`src/rtl/uart_irq_pkg.sv`:
```
package uart_irq_pkg;
  // selects which member of a source pair inside one channel
  typedef enum logic {
    SRC_TX = 1'b0,
    SRC_RX = 1'b1
  } src_kind_e;
endpackage

```
`src/rtl/irq_ctl_reg.sv`:
```
module irq_ctl_reg #(
  parameter int LVL_W = 3
) (
  input  logic             clk,
  input  logic             rst,
  input  logic             hw_set,
  input  logic             sw_wr,
  input  logic [LVL_W:0]   sw_data,
  input  logic             ack_clr,
  output logic             flag_q,
  output logic [LVL_W-1:0] lvl_q,
  output logic             flag_d,
  output logic [LVL_W-1:0] lvl_d
);
  // precedence: hardware set, then bus write, then accept clear
  always_comb begin
    if (hw_set)       flag_d = 1'b1;
    else if (sw_wr)   flag_d = sw_data[LVL_W];
    else if (ack_clr) flag_d = 1'b0;
    else              flag_d = flag_q;
    lvl_d = sw_wr ? sw_data[LVL_W-1:0] : lvl_q;
  end

  always_ff @(posedge clk) begin
    if (rst) begin
      flag_q <= 1'b0;
      lvl_q  <= '0;
    end else begin
      flag_q <= flag_d;
      lvl_q  <= lvl_d;
    end
  end
endmodule

```
`src/rtl/irq_arbiter.sv`:
```
module irq_arbiter #(
  parameter int NSRC  = 4,
  parameter int LVL_W = 3,
  parameter int IDX_W = 2
) (
  input  logic [NSRC-1:0]       flags,
  input  logic [NSRC*LVL_W-1:0] levels,
  input  logic [LVL_W-1:0]      ipl,
  input  logic                  idis,
  output logic                  win_valid,
  output logic [IDX_W-1:0]      win_idx,
  output logic [LVL_W-1:0]      win_lvl
);
  always_comb begin
    win_valid = 1'b0;
    win_idx   = '0;
    win_lvl   = '0;
    for (int i = 0; i < NSRC; i++) begin
      // strict compare keeps the lower index on a tie
      if (flags[i] && !idis && (levels[i*LVL_W +: LVL_W] > ipl) &&
          (!win_valid || (levels[i*LVL_W +: LVL_W] > win_lvl))) begin
        win_valid = 1'b1;
        win_idx   = IDX_W'(i);
        win_lvl   = levels[i*LVL_W +: LVL_W];
      end
    end
  end
endmodule

```
`src/rtl/uart_irq_prio.sv`:
```
module uart_irq_prio #(
  parameter int             NUM_CH    = 2,
  parameter int             LVL_W     = 3,
  parameter int             ADDR_W    = 8,
  parameter int             DATA_W    = 8,
  parameter logic [ADDR_W-1:0] BASE_ADDR = 8'h71
) (
  input  logic                        clk,
  input  logic                        rst,
  input  logic                        bus_wr,
  input  logic [ADDR_W-1:0]           bus_addr,
  input  logic [DATA_W-1:0]           bus_wdata,
  output logic [DATA_W-1:0]           bus_rdata,
  input  logic [NUM_CH-1:0]           tx_load,
  input  logic [NUM_CH-1:0]           rx_load,
  input  logic [NUM_CH-1:0]           rx_overrun,
  input  logic [LVL_W-1:0]            cpu_ipl,
  input  logic                        cpu_idis,
  input  logic                        irq_ack,
  output logic                        irq_valid,
  output logic [$clog2(2*NUM_CH)-1:0] irq_index,
  output logic [LVL_W-1:0]            irq_level
);
  import uart_irq_pkg::*;

  localparam int NSRC  = 2 * NUM_CH;
  localparam int IDX_W = $clog2(NSRC);
  localparam int PAD_W = DATA_W - LVL_W - 1;

  logic [NSRC-1:0]       src_set, src_wr, src_ack, flag_q, flag_d;
  logic [NSRC*LVL_W-1:0] lvl_q, lvl_d;
  logic                  win_valid;
  logic [IDX_W-1:0]      win_idx;
  logic [LVL_W-1:0]      win_lvl;

  // event mapping: even index transmit, odd index receive
  for (genvar c = 0; c < NUM_CH; c++) begin : g_ch
    assign src_set[2*c + int'(SRC_TX)] = tx_load[c];
    assign src_set[2*c + int'(SRC_RX)] = rx_load[c] & ~rx_overrun[c];
  end

  for (genvar i = 0; i < NSRC; i++) begin : g_src
    assign src_wr[i]  = bus_wr && (bus_addr == BASE_ADDR + ADDR_W'(i));
    assign src_ack[i] = irq_ack && irq_valid && (irq_index == IDX_W'(i));

    irq_ctl_reg #(.LVL_W(LVL_W)) u_reg (
      .clk     (clk),
      .rst     (rst),
      .hw_set  (src_set[i]),
      .sw_wr   (src_wr[i]),
      .sw_data (bus_wdata[LVL_W:0]),
      .ack_clr (src_ack[i]),
      .flag_q  (flag_q[i]),
      .lvl_q   (lvl_q[i*LVL_W +: LVL_W]),
      .flag_d  (flag_d[i]),
      .lvl_d   (lvl_d[i*LVL_W +: LVL_W])
    );
  end

  // arbitrate on the values being written so outputs track in one edge
  irq_arbiter #(.NSRC(NSRC), .LVL_W(LVL_W), .IDX_W(IDX_W)) u_arb (
    .flags     (flag_d),
    .levels    (lvl_d),
    .ipl       (cpu_ipl),
    .idis      (cpu_idis),
    .win_valid (win_valid),
    .win_idx   (win_idx),
    .win_lvl   (win_lvl)
  );

  always_ff @(posedge clk) begin
    if (rst) begin
      irq_valid <= 1'b0;
      irq_index <= '0;
      irq_level <= '0;
    end else begin
      irq_valid <= win_valid;
      irq_index <= win_idx;
      irq_level <= win_lvl;
    end
  end

  always_ff @(posedge clk) begin
    if (rst) begin
      bus_rdata <= '0;
    end else begin
      bus_rdata <= '0;
      for (int i = 0; i < NSRC; i++) begin
        if (bus_addr == BASE_ADDR + ADDR_W'(i))
          bus_rdata <= {{PAD_W{1'b0}}, flag_q[i], lvl_q[i*LVL_W +: LVL_W]};
      end
    end
  end
endmodule

```
`config.mk`:
```
export PLATFORM = sky130hd
export DESIGN_NAME = uart_irq_prio
export DESIGN_NICKNAME = d
export VERILOG_FILES = /design/src/rtl/uart_irq_pkg.sv /design/src/rtl/irq_ctl_reg.sv /design/src/rtl/irq_arbiter.sv /design/src/rtl/uart_irq_prio.sv
export SDC_FILE = /design/constraint.sdc
export NUM_CORES = 1
export LEC_CHECK = 0
export CORE_MARGIN = 5
export CORE_UTILIZATION = 28
export DETAILED_ROUTE_END_ITERATION = 7
export PLACE_DENSITY = 0.52
export SYNTH_ARGS = -nofsm -noshare
export SYNTH_HDL_FRONTEND = slang
export SYNTH_HIERARCHICAL = 1
export SYNTH_SLANG_ARGS = --single-unit
```
`constraint.sdc`:
```
create_clock -name clk -period 9.5 [get_ports clk]
set_input_delay 2.375 -clock clk [delete_from_list [all_inputs] [get_ports clk]]
set_output_delay 2.375 -clock clk [all_outputs]
set_load 0.05 [all_outputs]
```
==> results of run 1 <==
-- cell usage in the layout (no fill, tap or decap), types with 5 or more instances in the layout --
cell	count
and2b_1	8
clkdlybuf4s50_1	35
dfxtp_1	26
ha_1	21
inv_1	13
mux2_4	13
mux2i_1	6
nand2_1	10
nand3_1	8
nor2_1	6
nor2b_1	14
nor3b_1	5
o211a_1	6
or2_2	5
-- path summary, 6_finish.rpt --
kind	slack, ps	end	start	cells past startpoint
hold / removal	500	bus_rdata[3]$_SDFF_PP0_	g_src[3].u_reg/flag_q$_SDFF_PP0_	1
setup / recovery	510	irq_level[0]$_SDFF_PP0_	bus_addr[6]	30
setup reg to reg	3720	irq_level[0]$_SDFF_PP0_	g_src[0].u_reg/lvl_q[1]$_SDFF_PP0_	25
hold reg to reg	500	bus_rdata[3]$_SDFF_PP0_	g_src[3].u_reg/flag_q$_SDFF_PP0_	1
-- power breakdown --
part | leakage, nW | internal [mW] | switching, mW
Clock | 0.0357 | 0.0563 | 0.0351
Combinational | 0.823 | 0.0208 | 0.0207
Sequential | 0.211 | 0.111 | 0.000879
Total | 1.07 | 0.188 | 0.0567
-- metal layers --
metal  up-vias  GRT usage  part of all wire
li1        829          -                 -
met1       727      0.150              0.49
met2        43      0.183              0.44
met3         4     0.0143             0.058
met4         0     0.0300             0.012
met5         -          0                 0
-- cells in the mapped netlist, drive strengths merged (2+ instances only) --
cell type  instances  area share
or2                7       0.022
inv               14       0.026
nand2b             4       0.012
dfxtp             26        0.26
o211a              6       0.030
nor3               4       0.010
ha                21        0.13
mux2i              6       0.030
nor3b              5       0.019
a21o               6       0.025
o311ai             2      0.0087
a211oi             3       0.011
nand4              2      0.0062
o21ba              4       0.020
o32ai              2      0.0087
nor2               7       0.013
buf                7       0.032
o21a               3       0.011
mux2              13       0.097
and2b              8       0.030
o21ai              7       0.017
o221ai             4       0.017
nand3              8       0.020
nor2b             18       0.071
a21oi              2      0.0050
nor4b              2      0.0087
nand2             10       0.019
-- worst max-delay path, delay by kind of cell --
family / cells / cell delay (ps)
adders and majority gates: 4 / 1150
buffers and inverters: 2 / 660
and+or+nand+nor: 10 / 1560
muxes: 2 / 660
AOI/OAI and AO/OA: 12 / 2670
-- cell type report --
class | count | area (um^2)
Clock buffer | 3 | 41.3
Fill cell | 716 | 4340
Tap cell | 96 | 120
Multi-Input combinational cell | 167 | 1380
Inverter | 14 | 52.6
Clock inverter | 1 | 30.0
Sequential cell | 26 | 520
Timing Repair Buffer | 39 | 380
-- state kept, by name (all words and copies together) (netlist names) --
name	count
g_src.u_reg/flag_q	4
irq_valid	1
irq_level	3
irq_index	2
g_src.u_reg/lvl_q	12
bus_rdata	4
-- what timing repair did --
item,in CTS,in global routing
setup endpoints to repair,0,5
gates resized for setup,0,2
endpoints found under the hold margin,0,0
-- cells by family after synthesis --
group / after synthesis / share of synthesized area
AOI/OAI and AO/OA: 44 / 0.174
other: 1 / 0.00187
DFF: 26 / 0.260
muxes: 19 / 0.127
and+or+nand+nor: 79 / 0.248
buffers and inverters: 21 / 0.0581
adders and majority gates: 21 / 0.131
-- stage by stage --
stage / util / setup WS [ps]
3_5_place_dp: 0.357 / 144
4_1_cts: 0.367 / 417
5_1_grt: 0.368 / 67.4
3_3_place_gp: 0.357 / 210
6_report: 0.368 / 512
2_1_floorplan: - / 774
==> flow_metrics.tcl, run 1 <==
set metrics [dict create \
    status "finished, final reports clean" \
    syn_area_um2 2000 \
    place_congestion 0.809 \
    power_uw 245 \
    max_slew.worst_pin.slew_ps 1020 \
    dp_hpwl_um 3900 \
    drive_above_1_share 0.168 \
    rows 30 \
    synthCells 211 \
    routedWlPerCell_um 13.7 \
    fin_crit_sh 0.946 \
    dieArea_um2 8950 \
    grt_overflow 0 \
    first_iter_violations 50 \
    synth_edf_count 0 \
    ant_nets 0 \
    grt_antenna_before_repair 0 \
    whs_ps 501 \
    routed_wl_um 4740 \
    grt_pass1_wl_um 7800 \
    async_flop_share 0 \
    cts_buffer_depth 2 \
    die_x_um 94.6 \
    setup_violations 0 \
    postCtsSetupBuffers 0 \
    clk_pin_slew_ps 100 \
    die_y_um 94.6 \
    nNetsFinal 302 \
    diodes 0 \
    ys_seq_elements 26 \
    yosysWarnings 6 \
    place_inst 342 \
    firstDrtPassIters 4 \
    clock-sinks 26 \
    worstPathArrival_ps 9110 \
    drv_cap 0 \
    slew_violations 0 \
    relSlewSlack 0.315 \
    skew_ps 11.6 \
    fmax_ghz 0.111 \
    grt.total_usage 0.110 \
    critical_path_class "primary input to flop" \
    insertion_delay_ps 270 \
    start_kind "primary input" \
    clockRootBuffer "clkbuf_8" \
    syn_to_final_growth_pct 26.2 \
    finalSetupTns_ps 0 \
    hold_buffers 0 \
    cp_max_fo 8 \
    cp_slowest_cell "clkdlybuf4s50_1" \
    synth_seq_area_share 0.260 \
    p_leak_nw 1.07 \
    slowest_delay_ps 440 \
    cts_tree "yes" \
    synth.distinct_cells 43 \
    fin_crit_ps 8990 \
    cts_made_buffers 3 \
    start_util 0.292 \
    synth_ff_type "dfxtp_1" \
    rsz0062_at_grt "false" \
    required_ps 9620 \
    core_area_um2 6870 \
    via_per_inst 4.63 \
    syn_area_per_cell_um2 9.49 \
    hold_violations 0 \
    hold_path.class "flop to flop" \
    vias 1603 \
    grt_pass1_vias 1646 \
    ioPinCount 44 \
    htreeDepth 1 \
    grt_max_degree 24 \
    power_density_nw_per_um2 96.7 \
    port_buffers 35 \
    peakVddDrop_mv 0.0532 \
    drc 0 \
    fin_area_um2 2530 \
    placed_area_um2 2450 \
    endpoint_kind "flop" \
    fin_cells 346 \
]
Note: power is estimated with default switching activity, not from simulation.
==> run 2, diff against run 1 <==
Settings changed: PLACE_DENSITY 0.52 to 0.53, SYNTH_HIERARCHICAL 1 to not set.
==> flow_metrics.tcl, run 2 <==
set metrics [dict create \
    cp_max_fo 9 \
    syn_area_per_cell_um2 9.21 \
    cts_made_buffers 3 \
    endpoint_kind "flop" \
    required_ps 9690 \
    skew_ps 6.17 \
    cp_slowest_cell "clkdlybuf4s50_1" \
    finalSetupTns_ps 0 \
    drive_above_1_share 0.130 \
    rsz0062_at_grt "false" \
    max_slew.worst_pin.slew_ps 948 \
    peakVddDrop_mv 0.0511 \
    critical_path.top_delay_family "compound AO/OA/AOI/OAI gates" \
    first_iter_violations 49 \
    grt_overflow 0 \
    fin_crit_sh 0.921 \
    grt_pass1_vias 1607 \
    grt_antenna_before_repair 0 \
    core_area_um2 6760 \
    setup_violations 0 \
    via_per_inst 4.87 \
    async_flop_share 0 \
    hold_path.class "flop to flop" \
    fin_cells 326 \
    p_leak_nw 0.998 \
    reg.largest.list "g_src.u_reg.lvl_q: 12 flops, bus_rdata: 4 flops, g_src.u_reg.flag_q: 4 flops" \
    fin_crit_ps 8750 \
    place_inst 322 \
    cts_tree "yes" \
    drc 0 \
    nNetsFinal 298 \
    insertion_delay_ps 270 \
    synth.distinct_cells 51 \
    critical_path_class "primary input to flop" \
    reg2reg_from "g_src[0].u_reg.lvl_q[2]$_SDFF_PP0_" \
    routedWlPerCell_um 14.6 \
    dieArea_um2 8710 \
    synth_top_cell_area_share 0.268 \
    path_common_cell "ha_1" \
    place_congestion 0.751 \
    regArea_um2 520 \
    hold_violations 0 \
    port_buffers 35 \
    synth_edf_count 0 \
    synthCells 211 \
    yosys.area.top_type "dfxtp_1" \
    hold_buffers 0 \
    ys_top_cells_by_count "dfxtp_1 (26), nor2_1 (23), ha_1 (21)" \
    yosysMostFrequentCell "dfxtp_1" \
    diodes 0 \
    clk_pin_slew_ps 90 \
    relSlewSlack 0.366 \
    die_y_um 93.3 \
    grt_max_degree 27 \
    multi_input_area_um2 1320 \
    status "finished, final reports clean" \
    die_x_um 93.3 \
    worstPathArrival_ps 8930 \
    dp_hpwl_um 3940 \
    synth_seq_area_share 0.268 \
    drv_cap 0 \
    post_cts_resized 0 \
    firstDrtPassIters 4 \
    ant_nets 0 \
    grt_pass1_wl_um 7710 \
    largest-register "g_src.u_reg.lvl_q" \
    slowest_delay_ps 440 \
    min-delay-start "g_src[3].u_reg.lvl_q[1]$_SDFF_PP0_" \
    path_buf_inv 3 \
    vias 1588 \
    crit_start "bus_addr[5]" \
    fill_cells 699 \
    final_common_cell "clkdlybuf4s50_1" \
    ys_top_cells_by_area "dfxtp_1 (27%), ha_1 (14%), mux2i_1 (5.7%), mux2_2 (4.6%), nor2b_1 (4.5%)" \
    largest_reg_flops 12 \
    syn_area_um2 1940 \
    grt.total_usage 0.110 \
    fmax_ghz 0.114 \
    clockRootBuffer "clkbuf_8" \
    clock-sinks 26 \
    start_util 0.288 \
    syn_to_final_growth_pct 25.2 \
    synth_ff_type "dfxtp_1" \
    yosysWarnings 0 \
    postCtsSetupBuffers 0 \
    power_density_nw_per_um2 101 \
    rows 30 \
    start_kind "primary input" \
    ioPinCount 44 \
    layout_common_cells "clkdlybuf4s50_1 (35), dfxtp_1 (26), nor2_1 (23)" \
    htreeDepth 1 \
    ys_seq_elements 26 \
    cts_buffer_depth 2 \
    routed_wl_um 4760 \
    slew_violations 0 \
]
==> run 2: metrics by stage <==
step	setup WS, ps	power, mW	hold slack (ps)	util	instance area [um^2]
floorplan	1830	0.141	449	-	1950
global placement	512	0.158	483	0.350	2360
detailed placement	513	0.158	478	0.350	2360
CTS	772	0.249	503	0.360	2430
global route	215	0.257	550	0.360	2430
finish	755	0.246	497	0.360	2430
==> run 2: layout make-up <==
class	instances	area share
Clock buffer	3	0.0170
Timing Repair Buffer	38	0.153
Tap cell	80	0.0411
Multi-Input combinational cell	166	0.544
Inverter	12	0.0185
Sequential cell	26	0.214
Clock inverter	1	0.0123
==> run 2: final timing paths <==
kind / endpoint / slack, ps / cells after the start
setup / recovery: irq_level[2]$_SDFF_PP0_ / 750 / 29
hold / removal: bus_rdata[1]$_SDFF_PP0_ / 500 / 2
setup reg to reg: irq_level[2]$_SDFF_PP0_ / 3740 / 26
hold reg to reg: bus_rdata[1]$_SDFF_PP0_ / 500 / 2
==> run 2: layer usage <==
metal | wire [um] | global-route usage
met4 | 61 | 0.0342
met5 | 0 | 0
met2 | 2170 | 0.189
met1 | 2270 | 0.142
met3 | 260 | 0.0161
==> run 2: kinds of logic after synthesis <==
family | after synthesis | synth area share
simple gates | 61 | 0.185
compound gates | 59 | 0.236
flops | 26 | 0.268
buf+inv | 22 | 0.0567
mux | 21 | 0.118
fa+ha+maj | 21 | 0.135
other cells | 1 | 0.00193
==> run 2: where the power goes <==
part / internal, mW / switching [mW] / leakage [nW]
sequential: 0.111 / 0.000933 / 0.211
combinational: 0.0203 / 0.0236 / 0.751
clock: 0.0564 / 0.0345 / 0.0357
total: 0.187 / 0.0591 / 0.998
==> run 2: worst reg2reg max path: cells and delay by family, from the launching register on <==
family | cells | cell delay (ps)
compound gates | 16 | 3030
fa+ha+maj | 4 | 1040
mux | 2 | 680
simple gates | 2 | 460
flops | 1 | 320
buf+inv | 2 | 150
